$ cat src/rtl/dcsq_pkg.sv
package dcsq_pkg;

  // Index of the first row of reduction level lvl in the flattened row
  // store, where level l holds (rows - l) rows.
  function automatic int row_base(input int lvl, input int rows);
    return lvl * rows - (lvl * (lvl - 1)) / 2;
  endfunction

  // Total rows across all levels, down to the final pair.
  function automatic int tree_total(input int rows);
    return row_base(rows - 1, rows);
  endfunction

endpackage

$ cat src/rtl/dcsq_prim2.sv
// 2-bit primitive squarer as direct logic: 0,1,2,3 -> 0,1,4,9
module dcsq_prim2 (
  input  logic [1:0] a,
  output logic [3:0] sq
);
  assign sq = {a[1] & a[0], a[1] & ~a[0], 1'b0, a[0]};
endmodule

$ cat src/rtl/dcsq_prim4.sv
// 4-bit primitive squarer. Bit 0 of any square equals the input LSB and
// bit 1 is always zero, so only the upper six bits need logic.
module dcsq_prim4 (
  input  logic [3:0] a,
  output logic [7:0] sq
);
  logic [5:0] upper;

  always_comb begin
    unique case (a)
      4'd0:    upper = 6'd0;
      4'd1:    upper = 6'd0;
      4'd2:    upper = 6'd1;
      4'd3:    upper = 6'd2;
      4'd4:    upper = 6'd4;
      4'd5:    upper = 6'd6;
      4'd6:    upper = 6'd9;
      4'd7:    upper = 6'd12;
      4'd8:    upper = 6'd16;
      4'd9:    upper = 6'd20;
      4'd10:   upper = 6'd25;
      4'd11:   upper = 6'd30;
      4'd12:   upper = 6'd36;
      4'd13:   upper = 6'd42;
      4'd14:   upper = 6'd49;
      default: upper = 6'd56;
    endcase
  end

  assign sq = {upper, 1'b0, a[0]};
endmodule

$ cat src/rtl/dcsq_half.sv
// Half-width squarer; BASE_W picks the primitive used at the leaves.
module dcsq_half #(
  parameter int HW     = 4,
  parameter int BASE_W = 4
) (
  input  logic [HW-1:0]   x,
  output logic [2*HW-1:0] sq
);
  generate
    if (HW == 4 && BASE_W == 4) begin : g_prim4
      dcsq_prim4 u_prim (.a(x), .sq(sq));
    end else if (HW == 4 && BASE_W == 2) begin : g_prim2
      logic [3:0] up_sq;
      logic [3:0] dn_sq;
      logic [3:0] mix;
      dcsq_prim2 u_up (.a(x[3:2]), .sq(up_sq));
      dcsq_prim2 u_dn (.a(x[1:0]), .sq(dn_sq));
      assign mix = {2'b00, x[3:2]} * {2'b00, x[1:0]};
      assign sq  = {up_sq, dn_sq} + {1'b0, mix, 3'b000};
    end else begin : g_generic
      assign sq = {{HW{1'b0}}, x} * {{HW{1'b0}}, x};
    end
  endgenerate
endmodule

$ cat src/rtl/dcsq_csa.sv
// One carry-save row: three addends in, sum and pre-shifted carry out.
module dcsq_csa #(
  parameter int W = 16
) (
  input  logic [W-1:0] a,
  input  logic [W-1:0] b,
  input  logic [W-1:0] c,
  output logic [W-1:0] sum,
  output logic [W-1:0] carry
);
  assign sum      = a ^ b ^ c;
  assign carry[0] = 1'b0;
  for (genvar i = 0; i < W - 1; i++) begin : g_maj
    assign carry[i+1] = (a[i] & b[i]) | (a[i] & c[i]) | (b[i] & c[i]);
  end
endmodule

$ cat src/rtl/dcsq_rca.sv
// Ripple-carry adder closing the carry-save tree; top carry is dropped.
module dcsq_rca #(
  parameter int W = 16
) (
  input  logic [W-1:0] a,
  input  logic [W-1:0] b,
  output logic [W-1:0] s
);
  logic [W-1:0] cy;
  assign cy[0] = 1'b0;
  for (genvar i = 0; i < W; i++) begin : g_bit
    assign s[i] = a[i] ^ b[i] ^ cy[i];
    if (i < W - 1) begin : g_cy
      assign cy[i+1] = (a[i] & b[i]) | (a[i] & cy[i]) | (b[i] & cy[i]);
    end
  end
endmodule

$ cat src/rtl/dc_squarer.sv
module dc_squarer
  import dcsq_pkg::*;
#(
  parameter int OP_W   = 8,
  parameter int BASE_W = 4
) (
  input  logic              clk,
  input  logic              rst_n,
  input  logic              in_valid,
  input  logic [OP_W-1:0]   in_operand,
  output logic              out_valid,
  output logic [2*OP_W-1:0] out_square
);
  localparam int HW    = OP_W / 2;
  localparam int RES_W = 2 * OP_W;
  localparam int ROWS  = HW + 1;
  localparam int NLEV  = ROWS - 2;
  localparam int TOT   = tree_total(ROWS);
  localparam int XSH   = HW + 1;
  localparam int FB    = row_base(NLEV, ROWS);

  logic [OP_W-1:0]  op_q, op_d;
  logic             vld_q;
  logic [RES_W-1:0] sum_w, res_d;
  logic [HW-1:0]    hi, lo;
  logic [2*HW-1:0]  hi_sq, lo_sq;
  logic [RES_W-1:0] stk [TOT];

  // input stage: clock enable on the operand, valid always tracks
  always_comb begin
    op_d = in_valid ? in_operand : op_q;
  end

  always_ff @(posedge clk) begin
    op_q <= op_d;
  end

  always_ff @(posedge clk or negedge rst_n) begin
    if (!rst_n) vld_q <= 1'b0;
    else        vld_q <= in_valid;
  end

  // half squares
  assign hi = op_q[OP_W-1:HW];
  assign lo = op_q[HW-1:0];

  dcsq_half #(.HW(HW), .BASE_W(BASE_W)) u_hsq (.x(hi), .sq(hi_sq));
  dcsq_half #(.HW(HW), .BASE_W(BASE_W)) u_lsq (.x(lo), .sq(lo_sq));

  // level 0: concatenated half squares plus the doubled cross-product rows
  assign stk[0] = {hi_sq, lo_sq};
  for (genvar j = 0; j < HW; j++) begin : g_pp
    assign stk[1+j] = {{(RES_W-HW){1'b0}}, hi & {HW{lo[j]}}} << (XSH + j);
  end

  // carry-save reduction: each level turns three rows into two
  for (genvar l = 0; l < NLEV; l++) begin : g_lvl
    localparam int B  = row_base(l, ROWS);
    localparam int NB = row_base(l + 1, ROWS);
    localparam int N  = ROWS - l;
    dcsq_csa #(.W(RES_W)) u_csa (
      .a(stk[B]), .b(stk[B+1]), .c(stk[B+2]),
      .sum(stk[NB]), .carry(stk[NB+1])
    );
    for (genvar j = 3; j < N; j++) begin : g_pass
      assign stk[NB+j-1] = stk[B+j];
    end
  end

  dcsq_rca #(.W(RES_W)) u_rca (.a(stk[FB]), .b(stk[FB+1]), .s(sum_w));

  // output stage
  always_comb begin
    res_d = vld_q ? sum_w : out_square;
  end

  always_ff @(posedge clk or negedge rst_n) begin
    if (!rst_n) begin
      out_valid  <= 1'b0;
      out_square <= '0;
    end else begin
      out_valid  <= vld_q;
      out_square <= res_d;
    end
  end
endmodule

$ cat config.mk
export PLATFORM = sky130hd
export DESIGN_NAME = dc_squarer
export DESIGN_NICKNAME = d
export VERILOG_FILES = /design/src/rtl/dcsq_pkg.sv /design/src/rtl/dcsq_prim2.sv /design/src/rtl/dcsq_prim4.sv /design/src/rtl/dcsq_half.sv /design/src/rtl/dcsq_csa.sv /design/src/rtl/dcsq_rca.sv /design/src/rtl/dc_squarer.sv
export SDC_FILE = /design/constraint.sdc
export NUM_CORES = 1
export LEC_CHECK = 0
export BUFFER_PORTS_ARGS = -buffer_cell sky130_fd_sc_hd__clkbuf_2
export CAP_MARGIN = 5
export CORE_ASPECT_RATIO = 0.9
export CORE_UTILIZATION = 39
export DETAILED_ROUTE_END_ITERATION = 6
export PLACE_DENSITY = 0.65
export SYNTH_ARGS = -nofsm -noshare
export SYNTH_HDL_FRONTEND = slang
export SYNTH_HIERARCHICAL = 1
export SYNTH_SLANG_ARGS = --single-unit
$ cat constraint.sdc
create_clock -name clk -period 10.9 [get_ports clk]
set_input_delay 2.18 -clock clk [delete_from_list [all_inputs] [get_ports clk]]
set_output_delay 2.18 -clock clk [all_outputs]
set_load 0.05 [all_outputs]
==> results_dict.tcl <==
set metrics [dict create \
    end_kind "register" \
    clock_sinks 26 \
    yosys_warnings 6 \
    cts_max_path_buffers 2 \
    ctsHoldBuffers 0 \
    hp-start "out_square[1]" \
    crit_required_ns 11.07 \
    cts_resized 0 \
    cts_inserted_buffers 3 \
    rows 27 \
    fin_util_pct 47.59 \
    rsz0062_at_grt "no" \
    diodes 0 \
    power.total_mw 0.7094 \
    grt_pass1_vias 1470 \
    core_um2 6250 \
    drt-wirelength-per-cell_um 11.54 \
    synthDistinctLibCells 24 \
    timing.rr.start "op_q[0]" \
    die_x_um 87.72 \
    path_max_fanout 10 \
    ir_drop_mv 0.1083 \
    yosysSeqAreaShare_pct 26.78 \
    fp.dieArea_um2 6942 \
    antenna_found_initial 0 \
    gp_congestion 0.7003 \
    wirelength_mm 3.646 \
    start_util_pct 41.26 \
    finish.net_count 301 \
    io_buffers 27 \
    postCtsSetupBuffers 0 \
    crit_start "op_q[0]" \
    grt_max_degree 19 \
    power.leakage_nw 1.388 \
    setup_viol 0 \
    overflow 0 \
    period_minus_slack_ns 5.760 \
    postLayoutCellArea_um2 2974 \
    critPathLaunchType "register" \
    io_pins 28 \
    clockRootBuffer "clkbuf_8" \
    syn_to_final_growth_pct 15.33 \
    dieHeight_um 79.14 \
    p_per_area_nw_per_um2 238.5 \
    grt_use_total_pct 12.21 \
    htree_levels 1 \
    critical_path_class "register to register" \
    final_cell_mix "59 x fa_1, 53 x conb_1, 27 x clkbuf_2, 19 x and2_1, 18 x dfrtp_1" \
    syn-instance-count 161 \
    fin_worst_skew_ns 0.001269 \
    clk_latency_ns 0.27 \
    vias_per_cell 4.066 \
    synth_top_area_share_pct 45.80 \
    synth_area_um2 2579 \
    hold_viol 0 \
    hold_path.class "register to register" \
    relSlewSlack_pct 38.86 \
    ys_top_cells_by_area "fa_1 46%, dfrtp_1 17%, edfxtp_1 9.3%" \
    dp_hpwl_mm 3.212 \
    fmax_mhz 173.6 \
    ys_ff_latch 26 \
    drc 0 \
    path_clk_slew_ns 0.09 \
    synth_top_area_cell "fa_1" \
    tns_ns 0 \
    status "finished clean" \
    syn_avg_cell_area_um2 16.02 \
    finalMaxSlewViolations 0 \
    max_cap_violations 0 \
    arrival_ns 5.93 \
    r2r_end "out_square[15]" \
    timing.hold.ws_ns 0.5121 \
    first_pass_iters 2 \
    cts_tree "built" \
    dpl_cell_area_um2 2908 \
    hold_depth 1 \
    ant_nets 0 \
    tightest_slew_ns 0.9171 \
    r2r_cells 13 \
    final_common_cell "fa_1" \
    drive_gt1_share_pct 20.96 \
    grt_pass1_wl_mm 6.368 \
    worst_hold_path.endpoint "out_square[1]" \
    r2r_slack_ns 5.14 \
    fin_crit_sh_pct 52.85 \
    vias 1285 \
    drt-initial-drc-count 17 \
]
metal layers:
layer | vias to the layer above | GRT usage [%] | wire length [um]
met2 | 25 | 20.93 | 1824
met3 | 4 | 2.495 | 113
met4 | 0 | 1.967 | 18
li1 | 589 | - | -
met1 | 667 | 16.22 | 1689
met5 | - | 0 | 0
cell usage after synthesis:
library cell	n
mux2i_1	6
mux2_1	1
conb_1	6
dfrtp_1	18
nand2_1	3
mux2_4	10
xnor2_1	1
buf_12	1
inv_1	1
xor2_1	1
and2_1	19
mux2_2	6
fa_1	59
nand2b_1	2
xor3_1	4
buf_6	1
edfxtp_1	8
a21boi_0	1
a21boi_1	1
nor2_1	1
and2_2	1
buf_4	8
ha_1	1
nor2b_1	1
sequential cells by signal, indices dropped and copies added (netlist names):
register and cells:
op_q 8, out_square 16, out_valid 1, vld_q 1
worst max-delay path by stage:
stage                           to  slack (ns)  depth (start not counted)
finish              out_square[15]        5.14                         13
global placement    out_square[15]        5.20                         13
global route        out_square[15]        4.90                         13
detailed placement  out_square[15]        5.10                         13
floorplan           out_square[15]        5.31                         14
CTS                 out_square[15]        5.09                         13
worst max-delay path: stages (launching register included):
cell,delay [ns]
edfxtp_1,0.55
and2_1,0.22
fa_1,0.49
fa_1,0.52
fa_1,0.52
fa_1,0.44
fa_1,0.39
fa_1,0.38
fa_1,0.38
fa_1,0.38
fa_1,0.38
fa_1,0.37
xor3_1,0.36
mux2_2,0.27
where the power goes:
part           switching [mW]  leakage, nW  internal (mW)
Clock                  0.0310       0.0339         0.0400
Combinational           0.257         1.07          0.220
Sequential             0.0240        0.289          0.138
Total                   0.312         1.39          0.398
layout make-up:
type / count / area (um2)
Sequential cell: 26 / 690.7
Timing Repair Buffer: 27 / 135.1
Fill cell: 585 / 3276
Clock buffer: 4 / 66.31
Multi-Input combinational cell: 171 / 1969
Tap cell: 87 / 108.9
Inverter: 1 / 3.754
cell families (layout without fill, tap and decap cells):
family | Yosys count | after routing | share of synthesized area (%)
adders and majority gates | 60 | 60 | 46.29
xor gates and xnor gates | 6 | 6 | 4.367
DFF | 26 | 26 | 26.78
buffers and inverters | 11 | 32 | 3.687
muxes | 23 | 23 | 11.21
AOI/OAI and AO/OA | 2 | 2 | 0.5825
other | 6 | 53 | 0.8733
and+or+nand+nor | 27 | 27 | 6.210
stage by stage:
step,cells,setup WS (ns)
final,316,5.140
after global routing,316,4.896
after CTS,316,5.086
after detailed placement,312,5.098
after global placement,312,5.198
after floorplan,208,5.315
Note: power is estimated with default switching activity, not from simulation.
